## src/rtl/rtc_irq_pkg.sv

```systemverilog
`timescale 1ns/1ps
package rtc_irq_pkg;
  localparam int BASE_RATE_HZ = 64;
  localparam int BASE_LOG2    = $clog2(BASE_RATE_HZ);
  localparam int RATE_SEL_W   = 3;
  localparam int LIMIT_W      = BASE_LOG2 + 1;

  typedef struct packed {
    logic per;
    logic alm;
    logic upd;
  } cause_t;

  typedef enum logic [2:0] {
    CA_ENABLE  = 3'd0,
    CA_ALM_SEC = 3'd1,
    CA_ALM_MIN = 3'd2,
    CA_ALM_HR  = 3'd3,
    CA_RATE    = 3'd4
  } cfg_addr_e;

  // Ticks per periodic event for a rate of 2^sel Hz; 0 maps to 2 Hz, large values saturate at 1.
  function automatic logic [LIMIT_W-1:0] period_limit(input logic [RATE_SEL_W-1:0] sel);
    int unsigned s;
    s = (sel == '0) ? 1 : int'(sel);
    if (s > BASE_LOG2) s = BASE_LOG2;
    return LIMIT_W'(BASE_RATE_HZ >> s);
  endfunction

  function automatic logic [7:0] flag_byte(input cause_t c);
    return {(|c), c.per, c.alm, c.upd, 4'b0000};
  endfunction

  function automatic logic [7:0] count_byte(input cause_t c);
    return {7'b0, (|c)};
  endfunction
endpackage

```

## src/rtl/rtc_irq_cfg.sv

```systemverilog
`timescale 1ns/1ps
module rtc_irq_cfg
  import rtc_irq_pkg::*;
#(
  parameter int TW = 8
) (
  input  logic                  clk,
  input  logic                  rst_n,
  input  logic                  we,
  input  logic [2:0]            addr,
  input  logic [TW-1:0]         wdata,
  output cause_t                en,
  output logic [TW-1:0]         alm_sec,
  output logic [TW-1:0]         alm_min,
  output logic [TW-1:0]         alm_hr,
  output logic [RATE_SEL_W-1:0] rate_sel
);
  logic unused_wbits;
  assign unused_wbits = ^wdata[TW-1:RATE_SEL_W];

  always_ff @(posedge clk) begin
    if (!rst_n) begin
      en       <= '0;
      alm_sec  <= '0;
      alm_min  <= '0;
      alm_hr   <= '0;
      rate_sel <= '0;
    end else if (we) begin
      case (cfg_addr_e'(addr))
        CA_ENABLE:  en       <= cause_t'(wdata[2:0]);
        CA_ALM_SEC: alm_sec  <= wdata;
        CA_ALM_MIN: alm_min  <= wdata;
        CA_ALM_HR:  alm_hr   <= wdata;
        CA_RATE:    rate_sel <= wdata[RATE_SEL_W-1:0];
        default: ;
      endcase
    end
  end
endmodule

```

## src/rtl/rtc_irq_eval.sv

```systemverilog
`timescale 1ns/1ps
module rtc_irq_eval
  import rtc_irq_pkg::*;
#(
  parameter int TW = 8,
  parameter int MW = 4,
  parameter int CW = 9
) (
  input  logic               clk,
  input  logic               rst_n,
  input  logic               tick,
  input  logic [MW-1:0]      missed,
  input  logic [TW-1:0]      cur_hr,
  input  logic [TW-1:0]      cur_min,
  input  logic [TW-1:0]      cur_sec,
  input  cause_t             en,
  input  logic [TW-1:0]      alm_hr,
  input  logic [TW-1:0]      alm_min,
  input  logic [TW-1:0]      alm_sec,
  input  logic [LIMIT_W-1:0] limit,
  output cause_t             hits
);
  logic [TW-1:0] prev_sec_q;
  logic [CW-1:0] per_cnt_q;
  logic [CW-1:0] per_sum;
  logic          sec_changed;
  logic          time_match;

  function automatic logic same_time(input logic [TW-1:0] h, m, s, ah, am, as_);
    return (h == ah) && (m == am) && (s == as_);
  endfunction

  assign sec_changed = (cur_sec != prev_sec_q);
  assign time_match  = same_time(cur_hr, cur_min, cur_sec, alm_hr, alm_min, alm_sec);
  assign per_sum     = per_cnt_q + CW'(missed) + CW'(1);

  always_comb begin
    hits     = '0;
    hits.upd = tick && en.upd && sec_changed;
    hits.alm = tick && en.alm && sec_changed && time_match;
    hits.per = tick && en.per && (per_sum >= CW'(limit));
  end

  always_ff @(posedge clk) begin
    if (!rst_n) begin
      prev_sec_q <= '0;
      per_cnt_q  <= '0;
    end else begin
      if (tick) prev_sec_q <= cur_sec;
      if (!en.per)       per_cnt_q <= '0;
      else if (tick)     per_cnt_q <= hits.per ? '0 : per_sum;
    end
  end
endmodule

```

## src/rtl/rtc_irq_status.sv

```systemverilog
`timescale 1ns/1ps
module rtc_irq_status
  import rtc_irq_pkg::*;
(
  input  logic   clk,
  input  logic   rst_n,
  input  logic   tick,
  input  logic   missed_nz,
  input  cause_t hits,
  input  logic   rd,
  output cause_t flags,
  output logic   irq,
  output logic   lost
);
  always_ff @(posedge clk) begin
    if (!rst_n) begin
      flags <= '0;
      irq   <= 1'b0;
      lost  <= 1'b0;
    end else begin
      flags <= (rd ? cause_t'('0) : flags) | hits;
      irq   <= |hits;
      lost  <= tick && missed_nz;
    end
  end
endmodule

```

## src/rtl/rtc_irq_top.sv

```systemverilog
`timescale 1ns/1ps
module rtc_irq_top
  import rtc_irq_pkg::*;
#(
  parameter int TW = 8,
  parameter int MW = 4
) (
  input  logic          clk,
  input  logic          rst_n,
  input  logic          base_tick,
  input  logic [MW-1:0] missed_ticks,
  input  logic [TW-1:0] cur_hr,
  input  logic [TW-1:0] cur_min,
  input  logic [TW-1:0] cur_sec,
  input  logic          cfg_we,
  input  logic [2:0]    cfg_addr,
  input  logic [TW-1:0] cfg_wdata,
  input  logic          stat_rd,
  output logic [15:0]   status,
  output logic          irq_pulse,
  output logic          lost_pulse,
  output logic          tick_src_en
);
  localparam int CW = $clog2((2 ** LIMIT_W) + (2 ** MW)) + 1;

  cause_t                en;
  cause_t                hits;
  cause_t                flags;
  logic [TW-1:0]         alm_sec, alm_min, alm_hr;
  logic [RATE_SEL_W-1:0] rate_sel;
  logic [LIMIT_W-1:0]    limit;
  logic                  hit_upd, hit_alm, hit_per;

  rtc_irq_cfg #(.TW(TW)) u_cfg (
    .clk(clk), .rst_n(rst_n), .we(cfg_we), .addr(cfg_addr), .wdata(cfg_wdata),
    .en(en), .alm_sec(alm_sec), .alm_min(alm_min), .alm_hr(alm_hr), .rate_sel(rate_sel)
  );

  assign limit = period_limit(rate_sel);

  rtc_irq_eval #(.TW(TW), .MW(MW), .CW(CW)) u_eval (
    .clk(clk), .rst_n(rst_n), .tick(base_tick), .missed(missed_ticks),
    .cur_hr(cur_hr), .cur_min(cur_min), .cur_sec(cur_sec), .en(en),
    .alm_hr(alm_hr), .alm_min(alm_min), .alm_sec(alm_sec), .limit(limit), .hits(hits)
  );

  assign hit_upd = hits.upd;
  assign hit_alm = hits.alm;
  assign hit_per = hits.per;

  rtc_irq_status u_stat (
    .clk(clk), .rst_n(rst_n), .tick(base_tick), .missed_nz(|missed_ticks),
    .hits(hits), .rd(stat_rd), .flags(flags), .irq(irq_pulse), .lost(lost_pulse)
  );

  assign status      = {count_byte(flags), flag_byte(flags)};
  assign tick_src_en = |en;
endmodule

```

## config.mk

```make
export PLATFORM = sky130hd
export DESIGN_NAME = rtc_irq_top
export DESIGN_NICKNAME = d
export VERILOG_FILES = /design/src/rtl/rtc_irq_pkg.sv /design/src/rtl/rtc_irq_cfg.sv /design/src/rtl/rtc_irq_eval.sv /design/src/rtl/rtc_irq_status.sv /design/src/rtl/rtc_irq_top.sv
export SDC_FILE = /design/constraint.sdc
export NUM_CORES = 1
export LEC_CHECK = 0
export BUFFER_PORTS_ARGS = -buffer_cell sky130_fd_sc_hd__buf_2
export CORE_ASPECT_RATIO = 0.8
export CORE_MARGIN = 5
export CORE_UTILIZATION = 51
export CTS_BUF_LIST = sky130_fd_sc_hd__clkbuf_2 sky130_fd_sc_hd__clkbuf_4 sky130_fd_sc_hd__clkbuf_8
export CTS_CLUSTER_DIAMETER = 200
export DETAILED_ROUTE_END_ITERATION = 8
export HOLD_SLACK_MARGIN = 0.03
export PLACE_DENSITY = 0.76
export SYNTH_ARGS = -nofsm -noshare
export SYNTH_HDL_FRONTEND = slang
export SYNTH_SLANG_ARGS = --single-unit
```

## constraint.sdc

```tcl
create_clock -name clk -period 3.05 [get_ports clk]
set_clock_uncertainty 0.15 [all_clocks]
set_input_delay 0.305 -clock clk [delete_from_list [all_inputs] [get_ports clk]]
set_output_delay 0.305 -clock clk [all_outputs]
set_load 0.03 [all_outputs]
```

==> results of run 1 <==
==> cell families (layout without fill, tap and decap cells) <==
group | Yosys count | after routing
adder cells (fa/ha/maj) | 12 | 12
other | 2 | 12
AO/OA/AOI/OAI | 52 | 52
XOR/XNOR | 38 | 38
AND/OR/NAND/NOR | 124 | 124
multiplexers | 14 | 14
flip-flops | 52 | 52
buffers and inverters | 30 | 72
==> cells in the mapped netlist (3+ instances only) <==
cell type  instances
a21boi_1          25
a32o_1             4
dfxtp_1           52
nor3_1             3
clkbuf_1           9
nand3b_1           3
o21ai_1            3
nor2b_1           19
nor2_1             8
nor4_1             4
and2_1             4
xor2_1            14
mux2i_1           14
ha_1              11
buf_4             12
nand3_1            6
o21a_1             4
nand4_1            5
xnor2_1           23
inv_1              7
a21oi_1            4
nand2_1           60
==> critical path, cell delays in order (launching register included) <==
cell and delay, ps:
dfxtp_2 360, inv_2 40, ha_4 150, fa_2 340, nand2b_4 150, a21o_1 170, nor2_2 90, xor2_1 190
ha_1 280, a21oi_2 160, o2111ai_2 160, a211oi_2 240, buf_4 180, a31oi_1 100, o21ai_1 140
==> placed cells by master, fill, tap and decap left out, types with 5 or more instances in the layout <==
cell,netlist,layout
nand2_1,60,60
nor2_1,8,7
buf_4,12,6
xor2_1,14,14
xnor2_1,23,23
nand3_1,6,6
nand4_1,5,5
nor2b_1,19,19
a21boi_1,25,25
dfxtp_1,52,51
ha_1,11,10
mux2i_1,14,14
inv_1,7,6
buf_2,1,51
conb_1,2,12
clkbuf_8,0,6
==> what timing repair did <==
| action | CTS | global route |
|---|---|---|
| pin swaps | 6 | 6 |
| endpoints found under the setup margin | 8 | 9 |
| gates resized for setup | 5 | 4 |
| buffers inserted | 1 | 1 |
==> stage by stage <==
stage	TNS [ps]	worst slack, ps
final	0	82.7
after global routing	-366	-98.3
after CTS	0	43.7
after detailed placement	-903	-167
after global placement	-210	-78.5
after floorplan	0	36.5
==> registers in the layout (all words and copies together), names as in the netlist <==
signal and count:
u_cfg.alm_hr 8, u_cfg.alm_min 8, u_cfg.alm_sec 8, u_cfg.en 3, u_cfg.rate_sel 3, u_eval.per_cnt_q 9, u_eval.prev_sec_q 8, u_stat.flags 3
u_stat.irq 1, u_stat.lost 1
==> layout make-up <==
cell class,count,area (um2),share of cell area [%]
Sequential cell,52,1040,31.5
Inverter,7,26.3,0.795
Tap cell,78,97.6,2.95
Timing Repair Buffer,57,300,9.08
Multi-Input combinational cell,252,1740,52.7
Clock buffer,7,90.1,2.73
Clock inverter,1,7.51,0.227
==> power by group <==
group          leakage [nW]  switching (mW)  internal, mW  total (mW)
registers             0.422          0.0107         0.694       0.705
logic                 0.872           0.108        0.0843       0.192
clock network        0.0479           0.227         0.194       0.421
==> how the worst max path moves through the flow <==
| stage | to | slack (ps) | cells past startpoint |
|---|---|---|---|
| finish | u_eval.per_cnt_q[4] | 80 | 14 |
| CTS | u_eval.per_cnt_q[0] | 40 | 14 |
| detailed placement | u_eval.per_cnt_q[0] | -170 | 15 |
| global placement | u_stat.irq | -80 | 14 |
| global route | u_eval.per_cnt_q[0] | -100 | 14 |
| floorplan | u_eval.per_cnt_q[4] | 40 | 13 |
==> routing by layer <==
metal,vias to the layer above,GRT usage [%]
met5,-,0
met4,0,4.76
li1,1176,-
met1,1044,26.4
met2,68,26.1
met3,6,3.03
==> flow_metrics.py, run 1 <==
metrics = {
    "global_route": {
        "grt_usage_pct": 17.7,
        "antenna_found_initial": 0,
        "overflow": 0,
        "grt_pass1_wl_mm": 10.3,
        "grt_pass1_vias": 2184,
        "grt_max_degree": 46,
    },
    "finish": {
        "instances_no_fill": 454,
        "fillers": 514,
        "fin_area_mm2": 0.00331,
        "drive_gt1_share_pct": 20.7,
        "utilization_pct": 60.5,
        "layout.nets": 431,
        "antenna_cells": 0,
        "area_growth_pct": 15.2,
    },
    "routing": {
        "routed_wl_mm": 6.21,
        "drt_iter0_drc": 122,
        "routed-wl-met3_um": 409,
        "wl_met1_mm": 3.04,
        "drc": 0,
        "ant_nets": 0,
        "vias_per_cell": 5.05,
        "route.met2.wl_mm": 2.72,
        "routedWlPerCell_um": 13.7,
        "dr.pass1.iters": 4,
        "highest_layer": "met4",
        "num_vias": 2294,
    },
    "placement": {
        "detailed_place.area_mm2": 0.00316,
        "hpwl_mm": 4.70,
        "gp_congestion": 0.850,
        "place_inst": 444,
        "portBuffers": 51,
    },
    "floorplan": {
        "fp.dieArea_mm2": 0.00723,
        "die_h_um": 77.1,
        "core_mm2": 0.00547,
        "rows": 24,
        "pin_count": 63,
        "die_w_um": 93.9,
        "start_util_pct": 52.5,
    },
    "critical_path": {
        "r2r_cells": 14,
        "cp_data_required_time_ps": 3140,
        "rr_startpoint": "u_eval.per_cnt_q[0]",
        "worstPathMaxFanout": 7,
        "cp-start-kind": "register",
        "cp.arrival_ps": 3060,
        "reg2reg_to": "u_eval.per_cnt_q[4]",
        "r2r_slack_ps": 80,
        "crit_type": "reg -> reg",
        "crit_path_end_kind": "register",
        "crit_start": "u_eval.per_cnt_q[0]",
    },
    "synthesis": {
        "ys_ff_latch": 52,
        "synth_area_leader_cell": "dfxtp_1",
        "yosys.cell_types.count": 44,
        "synthArstFlopShare_pct": 0,
        "synthAdderAreaFrac_pct": 5.49,
        "synth_top_family_by_area": "simple AND/OR/NAND/NOR gates",
        "synth.area.mux_share_pct": 4.88,
        "synthesis.area_mm2": 0.00287,
        "synth.area.top_cells": "dfxtp_1 (36%), nand2_1 (7.8%), xnor2_1 (7.0%), a21boi_1 (6.5%), mux2i_1 (4.9%)",
        "syn_avg_cell_area_um2": 8.85,
        "synth-simple-area-share_pct": 21.2,
        "synthCells": 324,
        "synth-compound-area-share_pct": 14.1,
        "synth-edff-count": 0,
        "synth_top_area_share_pct": 36.3,
        "seq_area_frac_synth_pct": 36.3,
        "ys_dominant_reg_cell": "dfxtp_1",
        "ys_warn_count": 0,
        "synth_xor_area_share_pct": 12.3,
    },
    "sta": {
        "setup_violations": 0,
        "hold_viol": 0,
        "worstMarginPinSlew_ps": 697,
        "slew_violations": 0,
        "holdWs_ps": 92.4,
        "finalCriticalPeriod_ps": 2970,
        "fin_crit_sh_pct": 97.3,
        "grt_setup_unrepaired": "true",
        "maxSlewHeadroom_pct": 53.4,
        "fmax_mhz": 337,
    },
    "power": {
        "p_leak_nw": 1.34,
        "total_power_mw": 1.32,
        "p_per_area_mw_per_mm2": 399,
        "peakVddDrop_mv": 0.160,
    },
    "clocking": {
        "cts_root_buf": "clkbuf_8",
        "cts_buffers": 5,
        "cts-htree-levels": 2,
        "clock_path_buffers": 2,
        "clk_latency_ps": 310,
        "cts_tree": "done",
        "cts_sinks": 52,
        "cts_hold_buffers": 0,
        "cts.clk_slew.worst_paths_ps": 100,
    },
    "worst_hold_path": {
        "holdPathEnd": "u_cfg.alm_min[7]",
        "hold_start": "cfg_wdata[7]",
        "hold_depth": 3,
        "hp-class": "in -> reg",
    },
    "run_status": {
        "status": "complete, no violations",
    },
    "run": {
        "drv_cap": 0,
    },
}
(Power assumes the default switching activity.)
==> inputs of run 2 (changes only) <==
PLACE_DENSITY = 0.78   (was 0.76)
==> flow_metrics.py, run 2 (synthesis results as in run 1) <==
metrics = {
    "power": {
        "pwr-share-comb_pct": 14.8,
        "p_seq_share_pct": 53.4,
        "power_switching_mw": 0.346,
        "p_per_area_mw_per_mm2": 394,
        "p_leak_nw": 1.36,
        "clockPowerShare_pct": 31.8,
        "total_power_mw": 1.32,
        "peakVddDrop_mv": 0.241,
        "p_int_mw": 0.975,
        "p_sw_share_pct": 26.2,
    },
    "critical_path": {
        "cp-start-kind": "register",
        "worstPathMaxFanout": 5,
        "r2r_cells": 14,
        "r2r_slack_ps": 60,
        "crit_start": "u_eval.per_cnt_q[0]",
        "crit_type": "reg -> reg",
        "cp_data_required_time_ps": 3110,
        "endpoint": "u_eval.per_cnt_q[2]",
        "cp.arrival_ps": 3050,
        "rr_startpoint": "u_eval.per_cnt_q[0]",
        "reg2reg_to": "u_eval.per_cnt_q[2]",
        "crit_path_end_kind": "register",
    },
    "routing": {
        "ant_nets": 0,
        "routed_wl_mm": 6.27,
        "drc": 0,
        "num_vias": 2302,
        "dr.pass1.iters": 4,
        "drt_iter0_drc": 111,
        "routedWlPerCell_um": 13.7,
        "vias_per_cell": 5.05,
    },
    "finish": {
        "layout_common_cells": "nand2_1 (59), buf_2 (51), dfxtp_1 (51), a21boi_1 (25), xnor2_1 (23)",
        "area_growth_pct": 16.8,
        "largest_register_ffs": 9,
        "top_register": "u_eval.per_cnt_q",
        "final_common_cell": "nand2_1",
        "instances_no_fill": 456,
        "layout.nets": 433,
        "antenna_cells": 0,
        "drive_gt1_share_pct": 22.2,
    },
    "global_route": {
        "grt_pass1_wl_mm": 10.1,
        "grt_usage_pct": 17.3,
        "grt_pass1_vias": 2140,
        "grt_max_degree": 46,
        "antenna_found_initial": 0,
        "overflow": 0,
    },
    "sta": {
        "holdWs_ps": 84.5,
        "grt_setup_unrepaired": "true",
        "setup_violations": 0,
        "fmax_mhz": 334,
        "worstMarginPinSlew_ps": 647,
        "maxSlewHeadroom_pct": 56.8,
        "hold_viol": 0,
        "finalCriticalPeriod_ps": 2990,
        "tns_ps": 0,
        "fin_ws_ps": 56.1,
        "slew_violations": 0,
        "fin_crit_sh_pct": 98.2,
    },
    "clocking": {
        "cts.clk_slew.worst_paths_ps": 90,
        "cts_sinks": 52,
        "cts_root_buf": "clkbuf_8",
        "cts_tree": "done",
        "clk_latency_ps": 310,
        "clock_path_buffers": 2,
        "cts_buffers": 5,
        "cts-htree-levels": 2,
    },
    "floorplan": {
        "die_w_um": 93.9,
        "start_util_pct": 52.5,
        "rows": 24,
        "fp.dieArea_mm2": 0.00723,
        "core_mm2": 0.00547,
        "pin_count": 63,
        "die_h_um": 77.1,
    },
    "run_status": {
        "status": "complete, no violations",
    },
    "run": {
        "drv_cap": 0,
    },
    "placement": {
        "portBuffers": 51,
        "hpwl_mm": 4.73,
        "place_ws_ps": -180,
        "gp_congestion": 0.830,
        "place_inst": 444,
    },
    "worst_hold_path": {
        "hp-class": "in -> reg",
    },
}
[run 2: worst min path at each step]
stage,start,end,slack (ps),depth (start not counted)
after floorplan,missed_ticks[2],u_stat.lost,280,2
after global placement,u_eval.per_cnt_q[0],u_eval.per_cnt_q[0],290,2
after detailed placement,u_cfg.alm_sec[5],u_cfg.alm_sec[5],310,2
after CTS,missed_ticks[2],u_stat.lost,80,3
after global routing,cfg_wdata[4],u_cfg.alm_sec[4],100,3
final,missed_ticks[0],u_stat.lost,80,3
[run 2: layout make-up]
cell class                 instances  area, um2
tap                               78       97.6
fill                             479       2110
clock inverter                     1       7.51
inverter                           7       26.3
multi-input combinational        252       1760
timing repair buffer              59        328
clock buffer                       7       90.1
sequential                        52       1040
[run 2: timing repair]
item,CTS,global route
gates resized for setup,6,7
endpoints found under the setup margin,9,9
pin swaps,7,5
setup buffers,0,4
hold buffers,0,0
hold endpoints to repair,0,0
[run 2: worst max-delay path: stages (launching register included)]
cell	delay, ps
dfxtp_2	350
inv_2	40
ha_4	150
fa_2	330
nand2b_4	150
a21o_1	180
buf_4	150
xnor2_1	120
ha_1	300
nand3_1	100
o2111ai_2	240
a211oi_2	100
buf_4	170
buf_12	120
a32o_1	240
[run 2: metal layers]
layer | routed length (um) | part of all wire, % | track usage (%) | vias up
li1 | - | - | - | 1173
met1 | 3140 | 50 | 25.3 | 1064
met2 | 2700 | 43 | 24.9 | 58
met3 | 356 | 5.7 | 3.91 | 7
met4 | 69 | 1.1 | 5.19 | 0
met5 | 0 | 0 | 0 | -
[run 2: stage by stage]
| step | util [%] | cell area, um2 |
|---|---|---|
| final | 61.3 | 3350 |
| after floorplan | - | 2910 |
| after detailed placement | 57.8 | 3160 |
| after global routing | 61.3 | 3350 |
| after global placement | 57.8 | 3160 |
| after CTS | 60.0 | 3280 |
[run 2: power groups by stage]
stage / Clock (mW) / Combinational [mW] / Sequential, mW
6_report: 0.421 / 0.195 / 0.705
5_1_grt: 0.466 / 0.215 / 0.708
4_1_cts: 0.432 / 0.189 / 0.705
3_5_place_dp: 0 / 0.184 / 0.721
3_3_place_gp: 0 / 0.181 / 0.720
2_1_floorplan: 0 / 0.131 / 0.721
